**config.mk**
```make
export PLATFORM = sky130hd
export DESIGN_NAME = axi_rd_upsizer
export DESIGN_NICKNAME = d
export VERILOG_FILES = /design/src/rtl/axi_rd_upsizer.sv
export SDC_FILE = /design/constraint.sdc
export NUM_CORES = 1
export LEC_CHECK = 0
export BUFFER_PORTS_ARGS = -buffer_cell sky130_fd_sc_hd__buf_2
export CORE_MARGIN = 8
export CORE_UTILIZATION = 35
export CTS_CLUSTER_DIAMETER = 80
export DETAILED_ROUTE_END_ITERATION = 10
export HOLD_SLACK_MARGIN = 0.15
export PLACE_DENSITY = 0.66
export SYNTH_ARGS = -nofsm -noshare
export SYNTH_HDL_FRONTEND = slang
export SYNTH_SLANG_ARGS = --single-unit
```
**constraint.sdc**
```tcl
create_clock -name clk -period 43.3 [get_ports clk]
set_input_delay 2.165 -clock clk [delete_from_list [all_inputs] [get_ports clk]]
set_output_delay 2.165 -clock clk [all_outputs]
set_load 0.03 [all_outputs]
```
**src/rtl/axi_rd_upsizer.sv**
```systemverilog
module axi_rd_upsizer #(
  parameter int ADDR_W = 32,
  parameter int ID_W   = 4,
  parameter int UP_W   = 64,
  parameter int DN_W   = 256
) (
  input  logic              clk,
  input  logic              rst_n,
  input  logic              s_arvalid,
  output logic              s_arready,
  input  logic [ADDR_W-1:0] s_araddr,
  input  logic [7:0]        s_arlen,
  input  logic [ID_W-1:0]   s_arid,
  output logic              s_rvalid,
  input  logic              s_rready,
  output logic [UP_W-1:0]   s_rdata,
  output logic [1:0]        s_rresp,
  output logic [ID_W-1:0]   s_rid,
  output logic              s_rlast,
  output logic              m_arvalid,
  input  logic              m_arready,
  output logic [ADDR_W-1:0] m_araddr,
  output logic [7:0]        m_arlen,
  output logic [2:0]        m_arsize,
  output logic [1:0]        m_arburst,
  input  logic              m_rvalid,
  output logic              m_rready,
  input  logic [DN_W-1:0]   m_rdata,
  input  logic [1:0]        m_rresp,
  input  logic [ID_W-1:0]   m_rid,
  output logic [ID_W-1:0]   m_arid
);

  localparam int LANES = DN_W / UP_W;
  localparam int LW    = $clog2(LANES);
  localparam int UB    = $clog2(UP_W / 8);
  localparam int DB    = $clog2(DN_W / 8);
  localparam logic [ADDR_W-1:0] AMASK = {{(ADDR_W-DB){1'b1}}, {DB{1'b0}}};

  logic              busy, req_pend, have;
  logic [LW-1:0]     lane;
  logic [7:0]        cnt;
  logic [ADDR_W-1:0] ar_addr;
  logic [7:0]        ar_len;
  logic [ID_W-1:0]   ar_id;
  logic [DN_W-1:0]   hold_data;
  logic [1:0]        hold_resp;
  logic [ID_W-1:0]   hold_id;
  logic [8:0]        span;
  logic              ar_take, up_take, dn_take;

  assign span    = 9'(s_araddr[DB-1:UB]) + 9'(s_arlen);
  assign ar_take = s_arvalid & ~busy;
  assign up_take = have & s_rready;
  assign dn_take = m_rvalid & m_rready;

  assign s_arready = ~busy;
  assign m_arvalid = req_pend;
  assign m_araddr  = ar_addr;
  assign m_arlen   = ar_len;
  assign m_arid    = ar_id;
  assign m_arsize  = 3'(DB);
  assign m_arburst = 2'b01;

  assign m_rready  = busy & (~have | (up_take & (&lane) & (cnt != 8'd0)));

  assign s_rvalid  = have;
  assign s_rdata   = hold_data[lane*UP_W +: UP_W];
  assign s_rresp   = hold_resp;
  assign s_rid     = hold_id;
  assign s_rlast   = have & (cnt == 8'd0);

  always_ff @(posedge clk or negedge rst_n) begin
    if (!rst_n) begin
      busy     <= 1'b0;
      req_pend <= 1'b0;
      have     <= 1'b0;
      lane     <= '0;
      cnt      <= '0;
      ar_addr  <= '0;
      ar_len   <= '0;
      ar_id    <= '0;
    end else begin
      if (ar_take) begin
        busy     <= 1'b1;
        req_pend <= 1'b1;
        ar_addr  <= s_araddr & AMASK;
        ar_len   <= 8'(span >> LW);
        ar_id    <= s_arid;
        cnt      <= s_arlen;
        lane     <= s_araddr[DB-1:UB];
      end
      if (req_pend && m_arready) req_pend <= 1'b0;
      if (up_take) begin
        if (cnt == 8'd0) begin
          busy <= 1'b0;
          have <= 1'b0;
        end else begin
          cnt  <= cnt - 8'd1;
          lane <= lane + 1'b1;
          if (&lane) have <= 1'b0;
        end
      end
      if (dn_take) have <= 1'b1;
    end
  end

  always_ff @(posedge clk) begin
    if (dn_take) begin
      hold_data <= m_rdata;
      hold_resp <= m_rresp;
      hold_id   <= m_rid;
    end
  end

endmodule

```
==> flow_summary.json, run 1 <==
{
  "rsz0062_at_grt": "false",
  "netlist_area_um2": 11800,
  "crit_family": "buffers and inverters",
  "place_congestion": 0.771,
  "cp.required_ns": 41.14,
  "grt_first_pass_wirelength_um": 44200,
  "fmax_ghz": 0.195,
  "drt_first_pass_iters": 7,
  "hpwl_um": 21900,
  "synth-edff-count": 262,
  "tightestPinTransition_ns": 1.09,
  "antenna_found_initial": 7,
  "initial_utilization_pct": 35.3,
  "gr-total-overflow": 0,
  "hold_violations": 0,
  "max-cap-violations": 0,
  "period_share_pct": 11.9,
  "postRouteAntennaNets": 0,
  "yosysMostFrequentCell": "edfxtp_1",
  "grt_max_degree": 178,
  "setup_violations": 0,
  "clockBufferDepth": 3,
  "boundaryPins": 436,
  "die_area_um2": 39700,
  "io_buffer_count": 421,
  "synth_flop_cell": "edfxtp_1",
  "syn_to_final_growth_pct": 32.0,
  "powerDensity_nw_per_um2": 66.0,
  "leakage_nw": 6.29,
  "synth_top_area_cell": "edfxtp_1",
  "power_mw": 1.02,
  "slew_headroom_pct": 27.0,
  "ys_seq_area_share_pct": 77.8,
  "fin_ws_ns": 38.16,
  "tritoncts": "done",
  "core_um2": 33300,
  "setup_tns_ns": 0,
  "synth_area_leaders": "edfxtp_1 (67%), mux4_2 (12%), dfrtp_1 (11%)",
  "final_cell_area_um2": 15500,
  "fin_crit_ns": 5.14,
  "drc_errors": 0,
  "fin_hold_ws_ns": 0.466,
  "cts_repair_resize_count": 0,
  "ys_ff_latch": 313,
  "die_h_um": 199,
  "via_per_inst": 4.59,
  "routed_wl_um": 30400,
  "postCtsSetupRepairBufs": 0,
  "status": "completed",
  "cts-root-buf": "clkbuf_16",
  "finalClockSkew_ns": 0.0116,
  "grt_pass1_vias": 7571,
  "preCtsSetupSlack_ns": 38.23,
  "yosys-top-cells-count": "edfxtp_1 (262), nand2_1 (111), mux4_2 (64)",
  "critPathMaxFanout": 42,
  "worst_path_max_delay_cell": "dfrtp_4",
  "yosys_warnings": 0,
  "cts.sinks": 313,
  "htree_levels": 2,
  "clock_latency_ns": 0.52,
  "start_kind": "flop",
  "rows": 67,
  "syn_inst": 604,
  "ys_types": 40,
  "synth_async_sr_flop_share_pct": 16.3,
  "cts_buffers": 35,
  "crit_type": "flop to primary output",
  "hold_buffers": 0,
  "max-vdd-ir-drop_mv": 0.0502,
  "grtUsageTotal_pct": 14.9,
  "max_stage_delay_ns": 0.76,
  "cp.arrival_ns": 2.98,
  "slew_viol_final": 0,
  "hold_path_class": "flop to flop",
  "syn_avg_cell_area_um2": 19.5,
  "drt_iter0_drc": 341,
  "die_w_um": 199,
  "clkTransAtPathRegs_ns": 0.06,
  "detail_route.wl_per_cell_um": 20.0,
  "yosys.area.top_type_share_pct": 66.9,
  "final_layout_size_suffix_gt1_share_pct": 51.6,
  "worst-path-buf-inv": 2,
  "placed_area_um2": 14300,
  "vias": 6980,
  "crit_path_end_kind": "primary output",
  "fin_nets": 1355,
  "crit_chain": "buf_4, mux4_2, buf_2"
}
flip-flops by register name, summed over array words and instances, names as in the netlist:
name	flops
m_araddr	27
hold_data	256
cnt	8
s_rresp	2
s_rvalid	1
m_arid	4
busy	1
s_rid	4
m_arvalid	1
m_arlen	7
lane	2
worst register-to-register path: cells and delay by family, from the launching register on:
kind                     cells  cell delay (ns)
flip-flops                   1             1.10
buffers and inverters        2             1.75
adder cells (fa/ha/maj)      1             0.36
AO/OA/AOI/OAI                2             0.39
AND/OR/NAND/NOR              1             0.07
path summary, 6_finish.rpt:
kind / cells after the start / start / end / slack (ns)
min in group asynchronous: 2 / rst_n / m_araddr[27] / 1.78
hold reg to reg: 2 / m_araddr[17] / m_araddr[17] / 0.47
max in group asynchronous: 2 / rst_n / lane[0] / 41.03
setup / recovery: 3 / lane[0] / s_rdata[34] / 38.16
setup reg to reg: 6 / lane[1] / hold_data[163] / 39.18
hold / removal: 2 / m_araddr[17] / m_araddr[17] / 0.47
power by group:
group / total (mW) / switching [mW] / internal (mW)
Sequential: 0.427 / 0.0383 / 0.389
Clock: 0.299 / 0.115 / 0.185
Combinational: 0.298 / 0.184 / 0.113
cell families (layout without fill, tap and decap cells):
| kind of cell | after synthesis | after routing | synth area share [%] |
|---|---|---|---|
| multiplexers | 69 | 69 | 12.7 |
| flip-flops | 313 | 313 | 77.8 |
| XOR/XNOR | 7 | 7 | 0.521 |
| other | 2 | 18 | 0.0639 |
| buffers and inverters | 40 | 492 | 1.85 |
| adder cells (fa/ha/maj) | 3 | 3 | 0.319 |
| AO/OA/AOI/OAI | 31 | 31 | 1.82 |
| AND/OR/NAND/NOR | 139 | 139 | 4.95 |
cell usage in the layout, fill, tap and decap left out, types with 2 or more instances in the layout:
cell type   count
a211oi_1        2
a21o_1          2
a21oi_1         6
and3_1          2
buf_2         421
buf_4           5
bufinv_16       5
clkbuf_1        3
clkbuf_16      37
clkinv_1        8
clkinv_2        7
clkinvlp_4      2
conb_1         11
dfrtp_1        49
dfrtp_4         2
diode_2         7
edfxtp_1      262
ha_1            3
inv_1           3
mux2_1          2
mux2i_1         3
mux4_2         64
nand2_1       111
nand3_1         9
nor2_1          7
nor3_1          2
o21ai_0         9
o221a_1         3
xor2_1          6
per-stage QoR:
stage / util (%) / cells
after floorplan: - / 613
after global placement: 43.1 / 1451
after detailed placement: 43.1 / 1451
after CTS: 46.6 / 1513
after global routing: 46.6 / 1519
final: 46.6 / 1520
metal layers:
metal	GRT usage, %	vias to the layer above	wire length [um]
met2	25.1	287	15500
met3	5.02	33	2790
met1	17.2	3445	11400
li1	-	3213	-
met4	6.23	2	612
met5	0	-	13
layout make-up:
class	instances	area, um^2
tap	448	561
sequential	313	9150
clock inverter	22	230
timing repair buffer	427	2160
multi-input combinational	260	2450
clock buffer	40	937
antenna	7	17.5
fill	2949	17800
inverter	3	11.3
(Power assumes the default switching activity.)
==> inputs of run 2 (changes only) <==
==> constraint.sdc (replaced) <==
create_clock -name clk -period 5.3 [get_ports clk]
set_input_delay 0.265 -clock clk [delete_from_list [all_inputs] [get_ports clk]]
set_output_delay 0.265 -clock clk [all_outputs]
set_load 0.03 [all_outputs]
==> flow_summary.json, run 2 <==
{
  "lastStage": "4_1_cts",
  "yosys.area.top_type_share_pct": 66.9,
  "die_h_um": 199,
  "ys_types": 40,
  "cts_repair_resize_count": 0,
  "synth_flop_cell": "edfxtp_1",
  "place_congestion": 0.816,
  "ys_ff_latch": 313,
  "io_buffer_count": 421,
  "ys_seq_area_share_pct": 77.8,
  "syn_avg_cell_area_um2": 19.5,
  "synth-edff-count": 262,
  "rows": 67,
  "boundaryPins": 436,
  "postCtsSetupRepairBufs": 0,
  "netlist_area_um2": 11800,
  "hpwl_um": 21800,
  "clockBufferDepth": 3,
  "cts-root-buf": "clkbuf_16",
  "cts_buffers": 35,
  "toolErrorMsg": "[ERROR RSZ-0060] Max buffer count reached.",
  "yosysMostFrequentCell": "edfxtp_1",
  "synth_area_leaders": "edfxtp_1 (67%), mux4_2 (12%), dfrtp_1 (11%)",
  "syn_inst": 604,
  "status": "aborted with a tool error",
  "synth_async_sr_flop_share_pct": 16.3,
  "hold_buffers": 304,
  "yosys_warnings": 0,
  "cts.sinks": 313,
  "yosys-top-cells-count": "edfxtp_1 (262), nand2_1 (111), mux4_2 (64)",
  "die_w_um": 199,
  "htree_levels": 2,
  "initial_utilization_pct": 35.3,
  "synth_top_area_cell": "edfxtp_1"
}
[run 2: kinds of logic after synthesis]
group / Yosys count / share of synthesized area, %
flops: 313 / 77.8
simple gates: 139 / 4.95
mux: 69 / 12.7
buf+inv: 40 / 1.85
compound gates: 31 / 1.82
xor+xnor: 7 / 0.521
fa+ha+maj: 3 / 0.319
other cells: 2 / 0.0639
[run 2: metrics by stage]
step | setup slack [ns] | utilization (%) | instance area [um^2] | std cells | hold WS [ns]
after floorplan | -0.376 | - | 11800 | 613 | -0.0306
after global placement | 2.35 | 43.1 | 14300 | 1453 | 0.419
after detailed placement | 2.35 | 43.1 | 14300 | 1453 | 0.428
==> inputs of run 3 (changes only) <==
--- a/config.mk
+++ b/config.mk
@@ -7,11 +7,9 @@
 export LEC_CHECK = 0
 export BUFFER_PORTS_ARGS = -buffer_cell sky130_fd_sc_hd__buf_2
 export CORE_MARGIN = 8
-export CORE_UTILIZATION = 35
-export CTS_CLUSTER_DIAMETER = 80
+export CORE_UTILIZATION = 20
 export DETAILED_ROUTE_END_ITERATION = 10
-export HOLD_SLACK_MARGIN = 0.15
-export PLACE_DENSITY = 0.66
+export PLACE_DENSITY_LB_ADDON = 0.15
 export SYNTH_ARGS = -nofsm -noshare
 export SYNTH_HDL_FRONTEND = slang
 export SYNTH_SLANG_ARGS = --single-unit
==> flow_summary.json, run 3 (synthesized netlist as in run 1, its figures left out) <==
{
  "dp.cells": 1783,
  "largest_register_ffs": 256,
  "vias": 8134,
  "crit_family": "buffers and inverters",
  "fin_ws_ns": 1.96,
  "gr-total-overflow": 0,
  "switchingPower_mw": 2.96,
  "cts_buffers": 39,
  "final_cell_area_um2": 19100,
  "finalNonFillerCells": 2156,
  "final_layout_size_suffix_gt1_share_pct": 40.8,
  "final_util_pct": 32.6,
  "leakage_nw": 7.62,
  "grtUsageTotal_pct": 10.8,
  "grt_first_pass_wirelength_um": 55900,
  "routed_wl_um": 36900,
  "critPathMaxFanout": 39,
  "initial_utilization_pct": 20.1,
  "core_um2": 58600,
  "htree_levels": 2,
  "powerDensity_nw_per_um2": 459,
  "tritoncts": "done",
  "clockBufferDepth": 3,
  "max_stage_delay_ns": 0.85,
  "finalClockSkew_ns": 0.0227,
  "fin_nets": 1669,
  "boundaryPins": 436,
  "slew_viol_final": 0,
  "cp.required_ns": 5.04,
  "preCtsSetupSlack_ns": 2.13,
  "largest_register": "hold_data",
  "clkTransAtPathRegs_ns": 0.06,
  "cts.sinks": 313,
  "die_h_um": 258,
  "max-vdd-ir-drop_mv": 0.336,
  "die_w_um": 258,
  "period_share_pct": 63.0,
  "crit_path_end_kind": "primary output",
  "internal_power_mw": 5.80,
  "slew_headroom_pct": 40.8,
  "io_buffer_count": 421,
  "start_kind": "flop",
  "p_sw_share_pct": 33.8,
  "hold_path_class": "input pin to flop",
  "tightestPinTransition_ns": 0.888,
  "fin_crit_ns": 3.34,
  "max-cap-violations": 0,
  "syn_to_final_growth_pct": 62.2,
  "cts-root-buf": "clkbuf_16",
  "fmax_ghz": 0.299,
  "seqPwrFrac_pct": 39.1,
  "grt_pass1_vias": 9247,
  "postRouteAntennaNets": 0,
  "setup_violations": 0,
  "grt_max_degree": 107,
  "worst-path-buf-inv": 2,
  "clock_latency_ns": 0.55,
  "drt_iter0_drc": 349,
  "power_frac_comb_pct": 31.4,
  "worst_path_max_delay_cell": "dfrtp_4",
  "place_congestion": 0.698,
  "detail_route.wl_per_cell_um": 17.1,
  "crit_chain": "buf_4, mux4_2, buf_2",
  "rows": 89,
  "status": "completed",
  "layout_common_cells": "buf_2 (421), dlygate4sd3_1 (303), edfxtp_1 (262)",
  "drc_errors": 0,
  "postCtsSetupRepairBufs": 0,
  "cp.arrival_ns": 3.08,
  "hpwl_um": 24900,
  "p_clk_share_pct": 29.4,
  "layout_commonest_cell": "buf_2",
  "via_per_inst": 3.77,
  "crit_type": "flop to primary output",
  "placed_area_um2": 14800,
  "hold_violations": 0,
  "drt_first_pass_iters": 4,
  "die_area_um2": 66800,
  "antenna_found_initial": 3,
  "rsz0062_at_grt": "false"
}
==> run 3: cell type report <==
class	count	area, um^2
Fill cell	5899	39500
Sequential cell	313	9150
Timing Repair Buffer	737	5260
Multi-Input combinational cell	260	2450
Clock buffer	45	998
Tap cell	773	967
Clock inverter	23	226
Inverter	3	11.3
Antenna cell	2	5.00
==> run 3: worst paths after layout <==
path / end / cells after the start / from / slack, ns
hold reg to reg: m_arlen[2] / 2 / m_arlen[2] / 0.47
hold / removal: m_arlen[2] / 3 / s_arlen[4] / 0.05
setup / recovery: s_rdata[38] / 3 / lane[0] / 1.96
min in group asynchronous: m_araddr[17] / 3 / rst_n / 0.40
setup reg to reg: hold_data[97] / 6 / lane[0] / 2.26
max in group asynchronous: lane[1] / 3 / rst_n / 4.37
==> run 3: what timing repair did <==
| action | in CTS | in global routing |
|---|---|---|
| hold buffers | 303 | 0 |
| hold endpoints to repair | 351 | 0 |
| gates resized for setup | 0 | 0 |
==> run 3: power groups by stage <==
stage	sequential, mW	clock, mW	combinational, mW
detailed placement	3.50	0	2.64
CTS	3.45	2.70	2.84
floorplan	3.50	0	1.75
global route	3.49	2.78	2.95
finish	3.43	2.58	2.75
global placement	3.48	0	2.65
==> run 3: worst min-delay path, cell delays in order <==
cell     delay [ns]
buf_2          0.11
xor2_1         0.06
o21ai_0        0.12
==> run 3: stage by stage <==
step	total power [mW]	hold slack, ns	TNS (ns)
2_1_floorplan	5.26	-0.0306	-98.44
3_3_place_gp	6.13	0.0474	0
3_5_place_dp	6.14	0.0492	0
4_1_cts	8.98	0.000973	0
5_1_grt	9.22	0.0370	0
6_report	8.76	0.0468	0
==> run 3: routing by layer <==
layer	global-route usage (%)	part of all wire, %	vias up
li1	-	-	3838
met3	2.69	5.5	63
met1	13.1	41	3994
met2	18.5	51	239
met5	0	0	-
met4	3.75	2.7	0
